### config.mk
export PLATFORM = sky130hd
export DESIGN_NAME = dm_wb_cache
export DESIGN_NICKNAME = d
export VERILOG_FILES = /design/src/rtl/dm_wb_cache.sv
export SDC_FILE = /design/constraint.sdc
export NUM_CORES = 1
export LEC_CHECK = 0
export CAP_MARGIN = 5
export CORE_UTILIZATION = 52
export CTS_CLUSTER_SIZE = 12
export DETAILED_ROUTE_END_ITERATION = 10
export PLACE_DENSITY = 0.76
export SLEW_MARGIN = 15
export SYNTH_ARGS = -nofsm -noshare
export SYNTH_HDL_FRONTEND = slang
export SYNTH_SLANG_ARGS = --single-unit
### constraint.sdc
create_clock -name clk -period 3.7 [get_ports clk]
set_input_delay 0.555 -clock clk [delete_from_list [all_inputs] [get_ports clk]]
set_output_delay 0.555 -clock clk [all_outputs]
set_load 0.02 [all_outputs]
### src/rtl/dm_wb_cache.sv
module dm_wb_cache #(
  parameter int ADDR_W = 8,
  parameter int DATA_W = 16,
  parameter int IDX_W  = 3
) (
  input  logic              clk,
  input  logic              rst_n,
  input  logic              wr_alloc,
  input  logic              cpu_req,
  input  logic              cpu_we,
  input  logic [ADDR_W-1:0] cpu_addr,
  input  logic [DATA_W-1:0] cpu_wdata,
  output logic              cpu_ready,
  output logic              cpu_done,
  output logic              cpu_hit,
  output logic [DATA_W-1:0] cpu_rdata,
  output logic              mem_req,
  output logic              mem_we,
  output logic [ADDR_W-1:0] mem_addr,
  output logic [DATA_W-1:0] mem_wdata,
  input  logic              mem_ack,
  input  logic [DATA_W-1:0] mem_rdata
);
  localparam int TAG_W = ADDR_W - IDX_W;
  localparam int LINES = 1 << IDX_W;

  typedef enum logic [2:0] {S_IDLE, S_LOOK, S_WB, S_FILL, S_WAR} st_t;
  st_t st;

  logic [LINES-1:0]  vld, drt;
  logic [TAG_W-1:0]  tags [LINES];
  logic [DATA_W-1:0] dat  [LINES];

  logic              req_we, req_alloc;
  logic [ADDR_W-1:0] req_addr;
  logic [DATA_W-1:0] req_wdata;

  logic [IDX_W-1:0] idx;
  logic [TAG_W-1:0] tg;
  logic hit, vic_dirty, line_wr;

  assign idx       = req_addr[IDX_W-1:0];
  assign tg        = req_addr[ADDR_W-1:IDX_W];
  assign hit       = vld[idx] && (tags[idx] == tg);
  assign vic_dirty = vld[idx] && drt[idx];
  assign line_wr   = (st == S_LOOK && req_we && (hit || (req_alloc && !vic_dirty)))
                   || (st == S_WB && mem_ack && req_we)
                   || (st == S_FILL && mem_ack);

  assign cpu_ready = (st == S_IDLE);
  assign mem_req   = (st == S_WB) || (st == S_FILL) || (st == S_WAR);
  assign mem_we    = (st == S_WB) || (st == S_WAR);
  assign mem_addr  = (st == S_WB) ? {tags[idx], idx} : req_addr;
  assign mem_wdata = (st == S_WB) ? dat[idx] : req_wdata;

  always_ff @(posedge clk) begin
    if (line_wr) begin
      tags[idx] <= tg;
      dat[idx]  <= (st == S_FILL) ? mem_rdata : req_wdata;
    end
  end

  always_ff @(posedge clk) begin
    if (!rst_n) begin
      st        <= S_IDLE;
      vld       <= '0;
      drt       <= '0;
      cpu_done  <= 1'b0;
      cpu_hit   <= 1'b0;
      cpu_rdata <= '0;
      req_we    <= 1'b0;
      req_alloc <= 1'b0;
      req_addr  <= '0;
      req_wdata <= '0;
    end else begin
      cpu_done <= 1'b0;
      if (line_wr) begin
        vld[idx] <= 1'b1;
        drt[idx] <= req_we;
      end
      case (st)
        S_IDLE: if (cpu_req) begin
          req_we    <= cpu_we;
          req_alloc <= wr_alloc;
          req_addr  <= cpu_addr;
          req_wdata <= cpu_wdata;
          st        <= S_LOOK;
        end
        S_LOOK: begin
          cpu_hit <= hit;
          if (hit) begin
            if (!req_we) cpu_rdata <= dat[idx];
            cpu_done <= 1'b1;
            st       <= S_IDLE;
          end else if (req_we && !req_alloc) begin
            st <= S_WAR;
          end else if (vic_dirty) begin
            st <= S_WB;
          end else if (req_we) begin
            cpu_done <= 1'b1;
            st       <= S_IDLE;
          end else begin
            st <= S_FILL;
          end
        end
        S_WB: if (mem_ack) begin
          if (req_we) begin
            cpu_done <= 1'b1;
            st       <= S_IDLE;
          end else begin
            st <= S_FILL;
          end
        end
        S_FILL: if (mem_ack) begin
          cpu_rdata <= mem_rdata;
          cpu_done  <= 1'b1;
          st        <= S_IDLE;
        end
        S_WAR: if (mem_ack) begin
          cpu_done <= 1'b1;
          st       <= S_IDLE;
        end
        default: st <= S_IDLE;
      endcase
    end
  end

  assert_store_hit_quiet_R4: assert property (@(posedge clk) disable iff (!rst_n)
    (st == S_LOOK && hit && req_we) |=> (!mem_req && drt[$past(idx)]));

  assert_wb_then_fill_R5: assert property (@(posedge clk) disable iff (!rst_n)
    (mem_req && mem_we && mem_ack && !req_we) |=> (mem_req && !mem_we && mem_addr == req_addr));

  assert_wb_old_line_R5: assert property (@(posedge clk) disable iff (!rst_n)
    (mem_req && st == S_WB) |-> (mem_addr[IDX_W-1:0] == idx && mem_addr != req_addr));

  assert_fill_clean_R6: assert property (@(posedge clk) disable iff (!rst_n)
    (st == S_FILL && mem_ack) |=> (vld[$past(idx)] && !drt[$past(idx)] && cpu_done));

  assert_around_keeps_R7: assert property (@(posedge clk) disable iff (!rst_n)
    (st == S_WAR && mem_ack) |=> (vld == $past(vld) && drt == $past(drt)));

  assert_done_pulse_R10: assert property (@(posedge clk) disable iff (!rst_n)
    cpu_done |=> !cpu_done);

  assert_done_idle_R10: assert property (@(posedge clk) disable iff (!rst_n)
    cpu_done |-> cpu_ready);
endmodule

======== After elaboration in Yosys (flattened, before gate mapping) ========
Memories as Yosys holds them, arrays and structs flattened. A register that Yosys moved wholly into a read port is not among the register bits.
Cells that the tools add are included.
cells by class
  order comparisons ....................... 2
  equal/unequal tests ..................... 11
  muxes and demuxes ....................... 35
  bitwise operators ....................... 1
  reductions and logical operators ........ 24
operators by type and width
  operator                                                           number
  2-to-1 mux 16 bit                                                  5
  case mux 16 bit (2 select lines)                                   1
  2-to-1 mux 3 bit                                                   9
  case mux 3 bit (4 select lines)                                    1
  2-to-1 mux 1 bit                                                   11
  logical AND 1 bit                                                  10
  != test 2 bit, second input constant                               5
  bitwise mux 8 bit                                                  1
  2-to-1 mux 8 bit                                                   1
  bitwise OR 8 bit                                                   1
  binary-select mux 1 bit (select 3 bit)                             2
  equality test 3 x 2 -> 1 bit, second input constant                2
  logical OR 1 bit                                                   6
  equality test 5 bit                                                1
  < comparator 3 x 4 -> 1 bit, second input constant                 1
  2-to-1 mux 2 bit                                                   2
  AND reduction 4 bit                                                1
  demux 1 bit (select 3 bit)                                         1
  equality test 3 x 1 -> 1 bit, second input constant                1
  equality test 3 bit, second input constant                         1
  greater-or-equal comparator 3 x 1 -> 1 bit, second input constant  1
  zero test 3 bit                                                    1
  case mux 1 bit (3 select lines)                                    1
  AND reduction 3 bit                                                1
  other kinds (5)                                                    6
word-level totals
  bits in registers ....................... 63
  bits in writable memories ............... 168
  input port bits ......................... 46
  output and inout bits ................... 45
  memories kept ........................... 2
memory list
  memory  depth  width  rd ports  clocked after memory_dff  wr ports  line  RTL
  dat     8      16     1         1                         1         32    logic [DATA_W-1:0] dat [LINES];
  tags    8      5      1         1                         1         31    logic [TAG_W-1:0] tags [LINES];

======== Longest topological paths before layout ========
  depth in word-level cells ............... 11
  mapped depth ............................ 10
  gate-level depth less buffers ........... 7

======== Worst setup path after synthesis ========
OpenSTA, ideal clock, no wires.
  path type ............................... register to register
  start point ............................. register with a tool-made name
  end point ............................... memory dat[7][0], enable pin
  arrival time ............................ 3.206 ns
  data required time ...................... 3.300 ns
  slack ................................... 0.094 ns
  cell stages (with the launch flop) ...... 9
  period minus slack after synthesis ...... 3.606 ns
  path through ............................ dfxtp_1 > clkbuf_1 > buf_2 > mux4_2 > mux2i_1 > xnor2_1 > or4_1 > o31a_4 > nor3b_2
RTL lines
  element        line
  end, declared  32

======== Worst setup path in the final report ========
  start point ............................. register st[1]
  end point ............................... output port mem_addr[3]
on the way
  word-level cells in the longest chain between the ends .. 2
RTL lines
  element                       line  RTL
  start, declared               28    st_t st;
  start signal, assigned        65    st <= S_IDLE;
  start signal, assigned        87    st <= S_LOOK;
  start signal, assigned        94    st <= S_IDLE;
  equality test 3 x 2 -> 1 bit  53    assign mem_addr = (st == S_WB) ? {tags[idx], idx} : req_addr;
  2-to-1 mux 8 bit              53
  end, declared                 19    output logic [ADDR_W-1:0] mem_addr,
No other way between the ends.

==> impl_metrics.yaml <==
timing:
  worstMarginPinSlew_ns: 0.8305
  setup_viol: 0
  slew_viol_final: 0
  period_minus_slack_ns: 3.486
  fin_tns_setup_ns: 0
  rsz0062_at_grt: "false"
  timing.fmax_mhz: 286.9
  max-slew-margin-rel_pct: 44.56
  layout_worst_path_cycle_share_pct: 94.21
  skew_ns: 0.01720
  final_hold_viol_count: 0
  hold_ws_ns: 0.4620
placed_design:
  dp_hpwl_um: 13750
  routabilityCongestion: 0.8071
  place_area_um2: 10950
  portBuffers: 90
  dpl.cell_count: 964
clocking:
  ctsResizeCount: 0
  holdBufCountCts: 0
  cts.sinks: 234
  cts_buffer_depth: 3
  path_clk_slew_ns: 0.05
  root_buffer: "clkbuf_16"
  htreeDepth: 1
  clock_latency_ns: 0.51
  postCtsSetupRepairBufs: 0
  cts_made_buffers: 24
  tritoncts: "built"
synthesis:
  syn-mean-instance-area_um2: 14.56
  yosys_warnings: 0
  ys_seq_area_share_pct: 65.84
  syn_nets: 710
  synthFlopType: "edfxtp_1"
  post_synth_inst_count: 664
  synth_area_leaders: "edfxtp_1, dfxtp_1, mux4_2"
  synth.distinct_cells: 46
  ys_seq_elements: 234
  async_reset_ff_share_pct: 0
  synth_edf_count: 168
  synth_top_area_share_pct: 52.17
  yosysTopAreaCell: "edfxtp_1"
  syn-cell-area_um2: 9669
cells_and_area:
  final_area_um2: 11670
  nFillCells: 1239
  antenna_cells: 0
  areaGrowthSynthToFinish_pct: 20.70
  layout_commonest_cell: "edfxtp_1"
  final_cell_mix: "edfxtp_1, nand2_1, clkdlybuf4s50_1, dfxtp_1, mux2i_1"
  layout.nets: 807
  fin_cells: 1006
  drive_above_1_share_pct: 14.54
grt:
  grt_pass1_vias: 6053
  gr-total-overflow: 0
  grt_max_degree: 46
  grt_antenna_before_repair: 0
  grt_pass1_wl_um: 34180
  track_usage_pct: 23.27
worst_setup_path:
  crit_path_start_kind: "register"
  max_stage_delay_ns: 0.68
  worstSetupEndpointType: "primary output"
  worst-r2r-cell-count: 7
  worstPathCellList: "nor3b_2, buf_4, nor2_1, a21oi_1, clkdlybuf4s50_1"
  slowest_stage: "clkdlybuf4s50_1"
  crit_type: "reg -> out"
  cp.arrival_ns: 2.93
  crit_fanout: 45
  cp.required_ns: 3.14
  reg2reg_slack_ns: 0.42
  reg2reg_to: "dat[5][2]$_DFFE_PP_"
die:
  dieHeight_um: 138.4
  ios: 91
  core_um2: 18090
  die_area_um2: 19140
  start_util_pct: 53.46
  die_w_um: 138.4
  rows: 49
detailed_routing:
  viasPerCell: 5.881
  num_vias: 5916
  post-route-drc-count: 20
  dr.pass1.iters: 8
  drt_iter0_drc: 473
  wl_um: 21790
  detail-route-antenna-nets: 0
  routedWlPerCell_um: 21.66
hold_path:
  min_path_cells: 2
  hold_path_end: "drt[4]$_SDFFE_PN0P_"
  min_from: "drt[4]$_SDFFE_PN0P_"
  hold_path_class: "reg -> reg"
run_status:
  status: "complete, but fails checks"
  violations: "DRC"
pwr:
  p_leak_nw: 3.802
  power_w: 0.008307
  irDropWorstVdd_mv: 0.4119
  power_density_nw_per_um2: 711.8
job:
  cap_violations: 0
final cells by class:
cell class / instances / area [um^2] / share of cell area [%]
well taps: 229 / 286.5 / 2.455
repair buffers: 115 / 1184 / 10.14
flip-flops and latches: 234 / 6369 / 54.57
clock buffers: 38 / 674.4 / 5.778
multi-input cells: 383 / 3104 / 26.60
clock inverters: 4 / 42.54 / 0.3645
inverters: 3 / 11.26 / 0.09648
report_power, final:
group | switching [W] | internal (W) | leakage (nW)
logic | 0.00154 | 0.00109 | 1.38
registers | 0.000256 | 0.00319 | 2.08
clock network | 0.000921 | 0.00131 | 0.345
synth_stat cells, types with 2 or more instances:
master / count
xnor2_1: 5
nor4b_4: 3
nand3b_1: 4
o41ai_1: 3
nand2_1: 116
inv_1: 3
nor2b_1: 17
edfxtp_1: 168
nor4_1: 2
nand3_1: 5
nor2_1: 24
buf_4: 4
dfxtp_1: 66
a21boi_0: 29
or3_1: 2
and4bb_2: 2
a21oi_1: 25
buf_1: 7
clkbuf_1: 28
o21ai_0: 21
nor3_1: 4
mux2i_1: 46
buf_6: 2
or3b_2: 2
buf_2: 3
and2_1: 2
o21a_1: 10
mux4_2: 43
stage by stage:
step	util (%)	setup WS (ns)
3_5_place_dp	60.57	0.4723
2_1_floorplan	-	0.09417
4_1_cts	64.53	0.2332
3_3_place_gp	60.57	0.5286
6_report	64.53	0.2141
5_1_grt	64.53	0.1061
registers in the layout, summed over array words and instances, names as in the netlist, named ones only:
register	count
cpu_done	1
cpu_hit	1
cpu_rdata	16
dat	128
drt	8
req_addr	8
req_alloc	1
req_wdata	16
req_we	1
st	3
tags	40
vld	8
kinds of logic after synthesis:
kind of cell / synth area share (%)
compound gates: 6.574
buf+inv: 2.174
mux: 15.17
flops: 65.84
xor+xnor: 0.5435
simple gates: 9.705
worst max path at each step:
stage / start / to / slack, ns / cells after the start
after floorplan: register / dat[7][0]$_DFFE_PP_ / 0.09 / 8
after global placement: register / dat[6][10]$_DFFE_PP_ / 0.53 / 7
after detailed placement: register / dat[6][7]$_DFFE_PP_ / 0.47 / 7
after CTS: register / mem_wdata[10] / 0.23 / 5
after global routing: st[1]$_SDFFE_PN0P_ / mem_addr[3] / 0.11 / 5
final: st[1]$_SDFFE_PN0P_ / mem_addr[3] / 0.21 / 5
critical path, delay by kind of cell (launching register included):
kind | cells | cell delay (ns)
AND/OR/NAND/NOR | 2 | 0.36
flip-flops | 1 | 0.59
AO/OA/AOI/OAI | 1 | 0.30
buffers and inverters | 2 | 1.17
routing by layer:
metal  up-vias  GRT usage (%)  wire length, um
met3        33          3.568             1362
met5         -          1.253                0
met2       239          39.83            10890
li1       2681              -                -
met4         0          6.564              457
met1      2963          30.92             9079
No activity file was read; power rests on OpenSTA's default activity.
